==> src/rtl/atomic_pkg.sv <==
package atomic_pkg;
  typedef enum logic [1:0] {
    OP_FADD = 2'b00,
    OP_SWAP = 2'b01,
    OP_CAS  = 2'b10,
    OP_BAD  = 2'b11
  } atom_op_e;

  typedef enum logic [2:0] {
    ST_IDLE,
    ST_RDREQ,
    ST_WAIT,
    ST_WRITE,
    ST_RESP
  } eng_state_e;
endpackage

==> src/rtl/atomic_alu.sv <==
module atomic_alu
  import atomic_pkg::*;
#(
  parameter int DATA_W = 64
) (
  input  logic [1:0]        op,
  input  logic              wide,
  input  logic [DATA_W-1:0] old_val,
  input  logic [DATA_W-1:0] opnd,
  input  logic [DATA_W-1:0] cmp,
  output logic [DATA_W-1:0] new_val,
  output logic              do_write
);
  localparam int HALF = DATA_W / 2;

  logic [DATA_W-1:0] sum_full;
  logic [HALF-1:0]   sum_half;
  logic              eq_full;
  logic              eq_half;

  always_comb begin
    sum_full = old_val + opnd;
    sum_half = old_val[HALF-1:0] + opnd[HALF-1:0];
    eq_full  = (old_val == cmp);
    eq_half  = (old_val[HALF-1:0] == cmp[HALF-1:0]);
    new_val  = old_val;
    do_write = 1'b0;
    case (atom_op_e'(op))
      OP_FADD: begin
        do_write = 1'b1;
        new_val  = wide ? sum_full : {old_val[DATA_W-1:HALF], sum_half};
      end
      OP_SWAP: begin
        do_write = 1'b1;
        new_val  = wide ? opnd : {old_val[DATA_W-1:HALF], opnd[HALF-1:0]};
      end
      OP_CAS: begin
        do_write = wide ? eq_full : eq_half;
        new_val  = wide ? opnd : {old_val[DATA_W-1:HALF], opnd[HALF-1:0]};
      end
      default: begin
        do_write = 1'b0;
        new_val  = old_val;
      end
    endcase
  end
endmodule

==> src/rtl/atomic_seq.sv <==
module atomic_seq
  import atomic_pkg::*;
#(
  parameter int RD_LAT = 2
) (
  input  logic clk,
  input  logic rst_n,
  input  logic req_valid,
  input  logic req_undef,
  input  logic cpl_ready,
  input  logic need_write,
  output logic req_ready,
  output logic accept,
  output logic rd_strobe,
  output logic wr_strobe,
  output logic capture,
  output logic cpl_valid
);
  localparam int CNT_W = $clog2(RD_LAT + 1);
  localparam logic [CNT_W-1:0] LAT_END = CNT_W'(RD_LAT);

  eng_state_e       state_q, state_d;
  logic [CNT_W-1:0] cnt_q, cnt_d;

  always_comb begin
    req_ready = (state_q == ST_IDLE);
    accept    = req_ready && req_valid;
    rd_strobe = (state_q == ST_RDREQ);
    wr_strobe = (state_q == ST_WRITE);
    cpl_valid = (state_q == ST_RESP);
    capture   = (state_q == ST_WAIT) && (cnt_q == LAT_END);
    state_d   = state_q;
    cnt_d     = cnt_q;
    case (state_q)
      ST_IDLE:  if (accept) state_d = req_undef ? ST_RESP : ST_RDREQ;
      ST_RDREQ: begin
        state_d = ST_WAIT;
        cnt_d   = CNT_W'(1);
      end
      ST_WAIT: begin
        if (capture) state_d = need_write ? ST_WRITE : ST_RESP;
        else         cnt_d   = cnt_q + CNT_W'(1);
      end
      ST_WRITE: state_d = ST_RESP;
      ST_RESP:  if (cpl_ready) state_d = ST_IDLE;
      default:  state_d = ST_IDLE;
    endcase
  end

  always_ff @(posedge clk or negedge rst_n) begin
    if (!rst_n) begin
      state_q <= ST_IDLE;
      cnt_q   <= '0;
    end else begin
      state_q <= state_d;
      cnt_q   <= cnt_d;
    end
  end
endmodule

==> src/rtl/atomic_rmw_engine.sv <==
module atomic_rmw_engine
  import atomic_pkg::*;
#(
  parameter int ADDR_W = 4,
  parameter int DATA_W = 64,
  parameter int RD_LAT = 2
) (
  input  logic              clk,
  input  logic              rst_n,
  input  logic              req_valid,
  output logic              req_ready,
  input  logic [1:0]        req_op,
  input  logic              req_wide,
  input  logic [ADDR_W-1:0] req_addr,
  input  logic [DATA_W-1:0] req_opnd,
  input  logic [DATA_W-1:0] req_cmp,
  input  logic [1:0]        req_hint,
  input  logic [7:0]        req_stag,
  output logic              cpl_valid,
  input  logic              cpl_ready,
  output logic [DATA_W-1:0] cpl_data,
  output logic              cpl_status,
  output logic              mem_en,
  output logic              mem_we,
  output logic [ADDR_W-1:0] mem_addr,
  output logic [DATA_W-1:0] mem_wdata,
  input  logic [DATA_W-1:0] mem_rdata
);
  localparam int HALF = DATA_W / 2;

  logic [1:0]        op_q;
  logic              wide_q;
  logic [ADDR_W-1:0] addr_q;
  logic [DATA_W-1:0] opnd_q, cmp_q, old_q, old_src;
  logic              ur_q;
  logic              accept, rd_strobe, wr_strobe, capture, need_write;
  logic [DATA_W-1:0] new_val;
  logic              unused_side;

  assign unused_side = ^{req_hint, req_stag};

  atomic_seq #(.RD_LAT(RD_LAT)) u_seq (
    .clk        (clk),
    .rst_n      (rst_n),
    .req_valid  (req_valid),
    .req_undef  (req_op == OP_BAD),
    .cpl_ready  (cpl_ready),
    .need_write (need_write),
    .req_ready  (req_ready),
    .accept     (accept),
    .rd_strobe  (rd_strobe),
    .wr_strobe  (wr_strobe),
    .capture    (capture),
    .cpl_valid  (cpl_valid)
  );

  assign old_src = capture ? mem_rdata : old_q;

  atomic_alu #(.DATA_W(DATA_W)) u_alu (
    .op       (op_q),
    .wide     (wide_q),
    .old_val  (old_src),
    .opnd     (opnd_q),
    .cmp      (cmp_q),
    .new_val  (new_val),
    .do_write (need_write)
  );

  always_ff @(posedge clk or negedge rst_n) begin
    if (!rst_n) begin
      op_q   <= '0;
      wide_q <= 1'b0;
      addr_q <= '0;
      opnd_q <= '0;
      cmp_q  <= '0;
      ur_q   <= 1'b0;
    end else if (accept) begin
      op_q   <= req_op;
      wide_q <= req_wide;
      addr_q <= req_addr;
      opnd_q <= req_opnd;
      cmp_q  <= req_cmp;
      ur_q   <= (req_op == OP_BAD);
    end
  end

  always_ff @(posedge clk or negedge rst_n) begin
    if (!rst_n)       old_q <= '0;
    else if (capture) old_q <= mem_rdata;
    else if (accept)  old_q <= '0;
  end

  always_comb begin
    mem_en     = rd_strobe || wr_strobe;
    mem_we     = wr_strobe;
    mem_addr   = addr_q;
    mem_wdata  = new_val;
    cpl_status = ur_q;
    if (ur_q)        cpl_data = '0;
    else if (wide_q) cpl_data = old_q;
    else             cpl_data = {{(DATA_W-HALF){1'b0}}, old_q[HALF-1:0]};
  end
endmodule

==> config.mk <==
export PLATFORM = sky130hd
export DESIGN_NAME = atomic_rmw_engine
export DESIGN_NICKNAME = d
export VERILOG_FILES = /design/src/rtl/atomic_pkg.sv /design/src/rtl/atomic_alu.sv /design/src/rtl/atomic_seq.sv /design/src/rtl/atomic_rmw_engine.sv
export SDC_FILE = /design/constraint.sdc
export NUM_CORES = 1
export LEC_CHECK = 0
export CAP_MARGIN = 20
export CORE_MARGIN = 5
export CORE_UTILIZATION = 37
export CTS_CLUSTER_DIAMETER = 100
export DETAILED_ROUTE_END_ITERATION = 7
export SLEW_MARGIN = 10
export SYNTH_ARGS = -nofsm -noshare
export SYNTH_HDL_FRONTEND = slang
export SYNTH_HIERARCHICAL = 1
export SYNTH_SLANG_ARGS = --single-unit
==> constraint.sdc <==
create_clock -name clk -period 15 [get_ports clk]
set_input_delay 4.5 -clock clk [delete_from_list [all_inputs] [get_ports clk]]
set_output_delay 4.5 -clock clk [all_outputs]
set_load 0.02 [all_outputs]
==> qor_table.md <==
| Item | This run |
|:---|:---|
| Static leakage | 8.18 nW |
| Number of standard cells after synthesis | 1,475 |
| Commonest cells after routing, fill and taps aside | 338 x clkdlybuf4s50_1, 205 x dfrtp_1, 144 x mux2_2, 104 x a21oi_1, 79 x o21ai_0 |
| Area of the die | 44,300 um2 |
| Number of hold violations in the final report | 0 |
| Fraction of the cycle the final worst path needs | 0.913 |
| Complex-gate fraction of the synthesized area | 0.208 |
| Global router's overall resource usage | 0.219 |
| Total congestion overflow | 0 |
| Path category of the worst min-delay check | flop to flop |
| Area share of and/or/nand/nor cells after synthesis | 0.105 |
| Start point of the worst hold path | mem_addr[3] |
| Initial core utilization | 0.374 |
| Top-level I/O count | 350 |
| Post-Syn Area per Cell | 10.1 um2 |
| Count of buffers added by post-CTS timing repair for setup | 0 |
| Net count of the mapped netlist | 1,757 |
| Quantity of hold-fixing buffers added after cts | 0 |
| Largest fanout of any net on the critical path | 4 |
| Number of buffers inserted during clock tree synthesis | 26 |
| Final antenna-violating net count | 0 |
| Via-per-instance ratio | 5.56 |
| Clock sink count | 205 |
| Post-layout minimum cycle time | 13.69 ns |
| Clock-pin slew on the worst setup and hold paths | 0.06 ns |
| Number of buffers added on ports | 339 |
| Worst slew margin relative to its limit | 0.287 |
| TritonCTS clock tree | done |
| Xor/xnor cell area share of the yosys netlist | 0.0735 |
| Post-synthesis instance area | 14,900 um2 |
| Transition time at the pin with the least slew margin | 1.07 ns |
| RR Startpoint | u_seq/state_q[1] |
| Total of max-cap violations | 0 |
| Hold path depth | 1 |
| Hpwl dp | 38.6 mm |
| Critical path class | primary input to primary output |
| Maximum clock frequency | 0.0730 GHz |
| Average routed wire per standard cell | 22.0 um |
| Synth Area in Adders | 0.0586 |
| Number of cell instances on the worst register-to-register path | 13 |
| Clock tree root driver cell | clkbuf_16 |
| RSZ-0062 raised after global routing | no |
| Total power divided by cell area | 232 nW/um2 |
| Largest net degree at the start of global routing | 130 |
| Post-synthesis async set-or-reset flop share | 1.00 |
| Worst EP arrival | 9.19 ns |
| Destination of the worst hold path | mem_addr[3] |
| Relative area change from synthesis to final layout | 30.3% |
| Via count of the first global-routing pass | 12,847 |
| Placed cell area | 18,400 um2 |
| Total of cells resized after clock tree synthesis | 0 |
| Sequential cell area fraction in the yosys report | 0.345 |
| Die X-Extent | 210 um |
| CP required | 10.50 ns |
| Placeable Area | 39,700 um2 |
| Net count reported at finish | 2,040 |
| Setup TNS after final layout | 0 ns |
| Total non-filler cell area in the finished layout | 19,400 um2 |
| Htree depth | 1 |
| Total of flip-flops plus latches after synthesis | 205 |
| Antenna violations before repair | 2 |
| Number of synthesized flops with an enable pin | 0 |
| Layout fillers | 3,764 |
| Detailed-route via count | 12,824 |
| Share of layout cells above drive strength 1 | 0.142 |
| Starting DRT DRC Count | 975 |
| First-pass detailed-route iteration total | 6 |
| Final-report max-slew violation count | 0 |
| Cell variety after synth | 88 |
| Endpoint of the lowest-slack register-to-register path | u_seq/state_q[1] |
| First-pass GRT wire length | 77.7 mm |
| Skew-Pair Late Insertion Delay | 0.55 ns |
| Leading cell type in the layout, fill and taps excluded | clkdlybuf4s50_1 |
| Final Wtd Congestion | 0.867 |
| DRC violation count after routing | 0 |
| Final worst clock skew | 0.00853 ns |
| Final setup violation count | 0 |
| Result of the run | complete, no violations |
| Register-to-Register Setup Slack | 10.20 ns |
| Post-synthesis mux area share | 0.153 |
| Vertical extent of the die | 210 um |
| Critical Path Source Type | primary input |
| Number of placement rows | 73 |
| Warnings, synthesis | 6 |
| Crit path capture type | primary output |
| Peak ir drop on the vdd network | 0.134 mV |
| Most common flop cell mapped by yosys | dfrtp_1 |
| Maximum clock path buffer count | 3 |
| Combinational family with the most area after synthesis | compound AO/OA/AOI/OAI gates |
| Sum of routed wire length over all layers | 50.7 mm |
-- metrics by stage --
stage	cells	hold slack [ns]	utilization	power, mW	setup slack, ns
floorplan	1475	0.470	-	2.87	3.10
global placement	2253	0.487	0.463	3.77	1.40
detailed placement	2254	0.491	0.463	3.80	1.39
CTS	2302	0.506	0.487	4.52	1.37
global route	2305	0.519	0.488	4.79	0.972
finish	2306	0.504	0.488	4.50	1.31
-- cells by family (layout without fill, tap and decap cells) --
group / after synthesis / after routing
multiplexers: 203 / 203
XOR/XNOR: 124 / 124
flip-flops: 205 / 205
AO/OA/AOI/OAI: 445 / 445
AND/OR/NAND/NOR: 281 / 281
adder cells (fa/ha/maj): 69 / 69
other: 0 / 3
buffers and inverters: 148 / 451
-- synth_stat cells, types with 5 or more instances --
| cell | instances | area [um2] |
|---|---|---|
| a221oi_1 | 19 | 166 |
| nor2_1 | 42 | 158 |
| and2_1 | 39 | 244 |
| a22o_1 | 68 | 596 |
| buf_4 | 19 | 143 |
| nand4_1 | 34 | 213 |
| o211ai_1 | 5 | 37.5 |
| a21o_2 | 5 | 43.8 |
| a22oi_1 | 44 | 330 |
| xnor2_1 | 67 | 587 |
| a21o_1 | 25 | 188 |
| buf_6 | 9 | 101 |
| nor2b_1 | 37 | 231 |
| o21a_1 | 10 | 75.1 |
| buf_2 | 24 | 120 |
| nor3_1 | 6 | 30.0 |
| clkbuf_8 | 7 | 96.3 |
| xor2_1 | 56 | 490 |
| ha_1 | 68 | 851 |
| nand2_1 | 63 | 236 |
| inv_1 | 49 | 184 |
| a21oi_1 | 104 | 521 |
| o21ai_0 | 79 | 395 |
| and3_1 | 5 | 31.3 |
| nand3_1 | 9 | 45.0 |
| o21bai_1 | 19 | 143 |
| a31oi_1 | 9 | 56.3 |
| dfrtp_1 | 205 | 5130 |
| o21ai_1 | 12 | 60.1 |
| a211oi_1 | 6 | 45.0 |
| nor4_1 | 14 | 87.6 |
| mux2_2 | 144 | 1620 |
| clkbuf_1 | 35 | 131 |
| nand2b_1 | 8 | 50.1 |
| mux2_1 | 56 | 631 |
-- flip-flops by register name, summed over array words and instances, names as in the netlist --
signal         flops
cmp_q             64
old_q             64
opnd_q            64
u_seq/state_q      3
wide_q             1
op_q               2
cpl_status         1
mem_addr           4
u_seq/cnt_q        2
-- layout make-up --
type	instances	area [um2]	area share
clock buffer	37	773	0.0399
tap	525	657	0.0339
clock inverter	11	164	0.00846
inverter	50	188	0.00969
timing repair buffer	353	3530	0.182
sequential	205	5130	0.265
antenna	3	7.51	0.000388
multi-input combinational	1122	8920	0.461
-- worst max path at each step --
stage / slack (ns) / cells past startpoint / to / from
global placement: 1.40 / 17 / mem_wdata[62] / mem_rdata[0]
finish: 1.31 / 17 / mem_wdata[62] / mem_rdata[0]
floorplan: 3.10 / 12 / mem_wdata[49] / mem_rdata[27]
detailed placement: 1.39 / 17 / mem_wdata[62] / mem_rdata[0]
global route: 0.97 / 17 / mem_wdata[58] / mem_rdata[0]
CTS: 1.37 / 17 / mem_wdata[62] / mem_rdata[0]
-- worst max-delay path: stages --
cell and delay [ns]:
clkdlybuf4s50_1 0.48, mux2_2 0.20, ha_1 0.18, inv_1 0.06
fa_1 0.40, and2b_1 0.25, o211ai_2 0.13, a211oi_2 0.30
o21ai_0 0.19, a21oi_2 0.34, a41oi_4 0.22, a311oi_2 0.44
a21oi_1 0.23, nor2_1 0.21, nor4b_4 0.23, o31a_1 0.18
clkdlybuf4s50_1 0.65
-- where the power goes --
group | switching (mW) | leakage, nW | internal [mW]
combinational | 1.60 | 5.17 | 1.23
clock | 0.259 | 0.457 | 0.426
sequential | 0.190 | 2.55 | 0.788
-- routing by layer --
layer | GRT usage | up-vias | part of all wire
li1 | - | 6025 | -
met1 | 0.310 | 6345 | 0.46
met2 | 0.361 | 396 | 0.47
met3 | 0.0313 | 58 | 0.051
met5 | 0 | - | 0
met4 | 0.0465 | 0 | 0.020
Power figures use the tool's default switching activity.
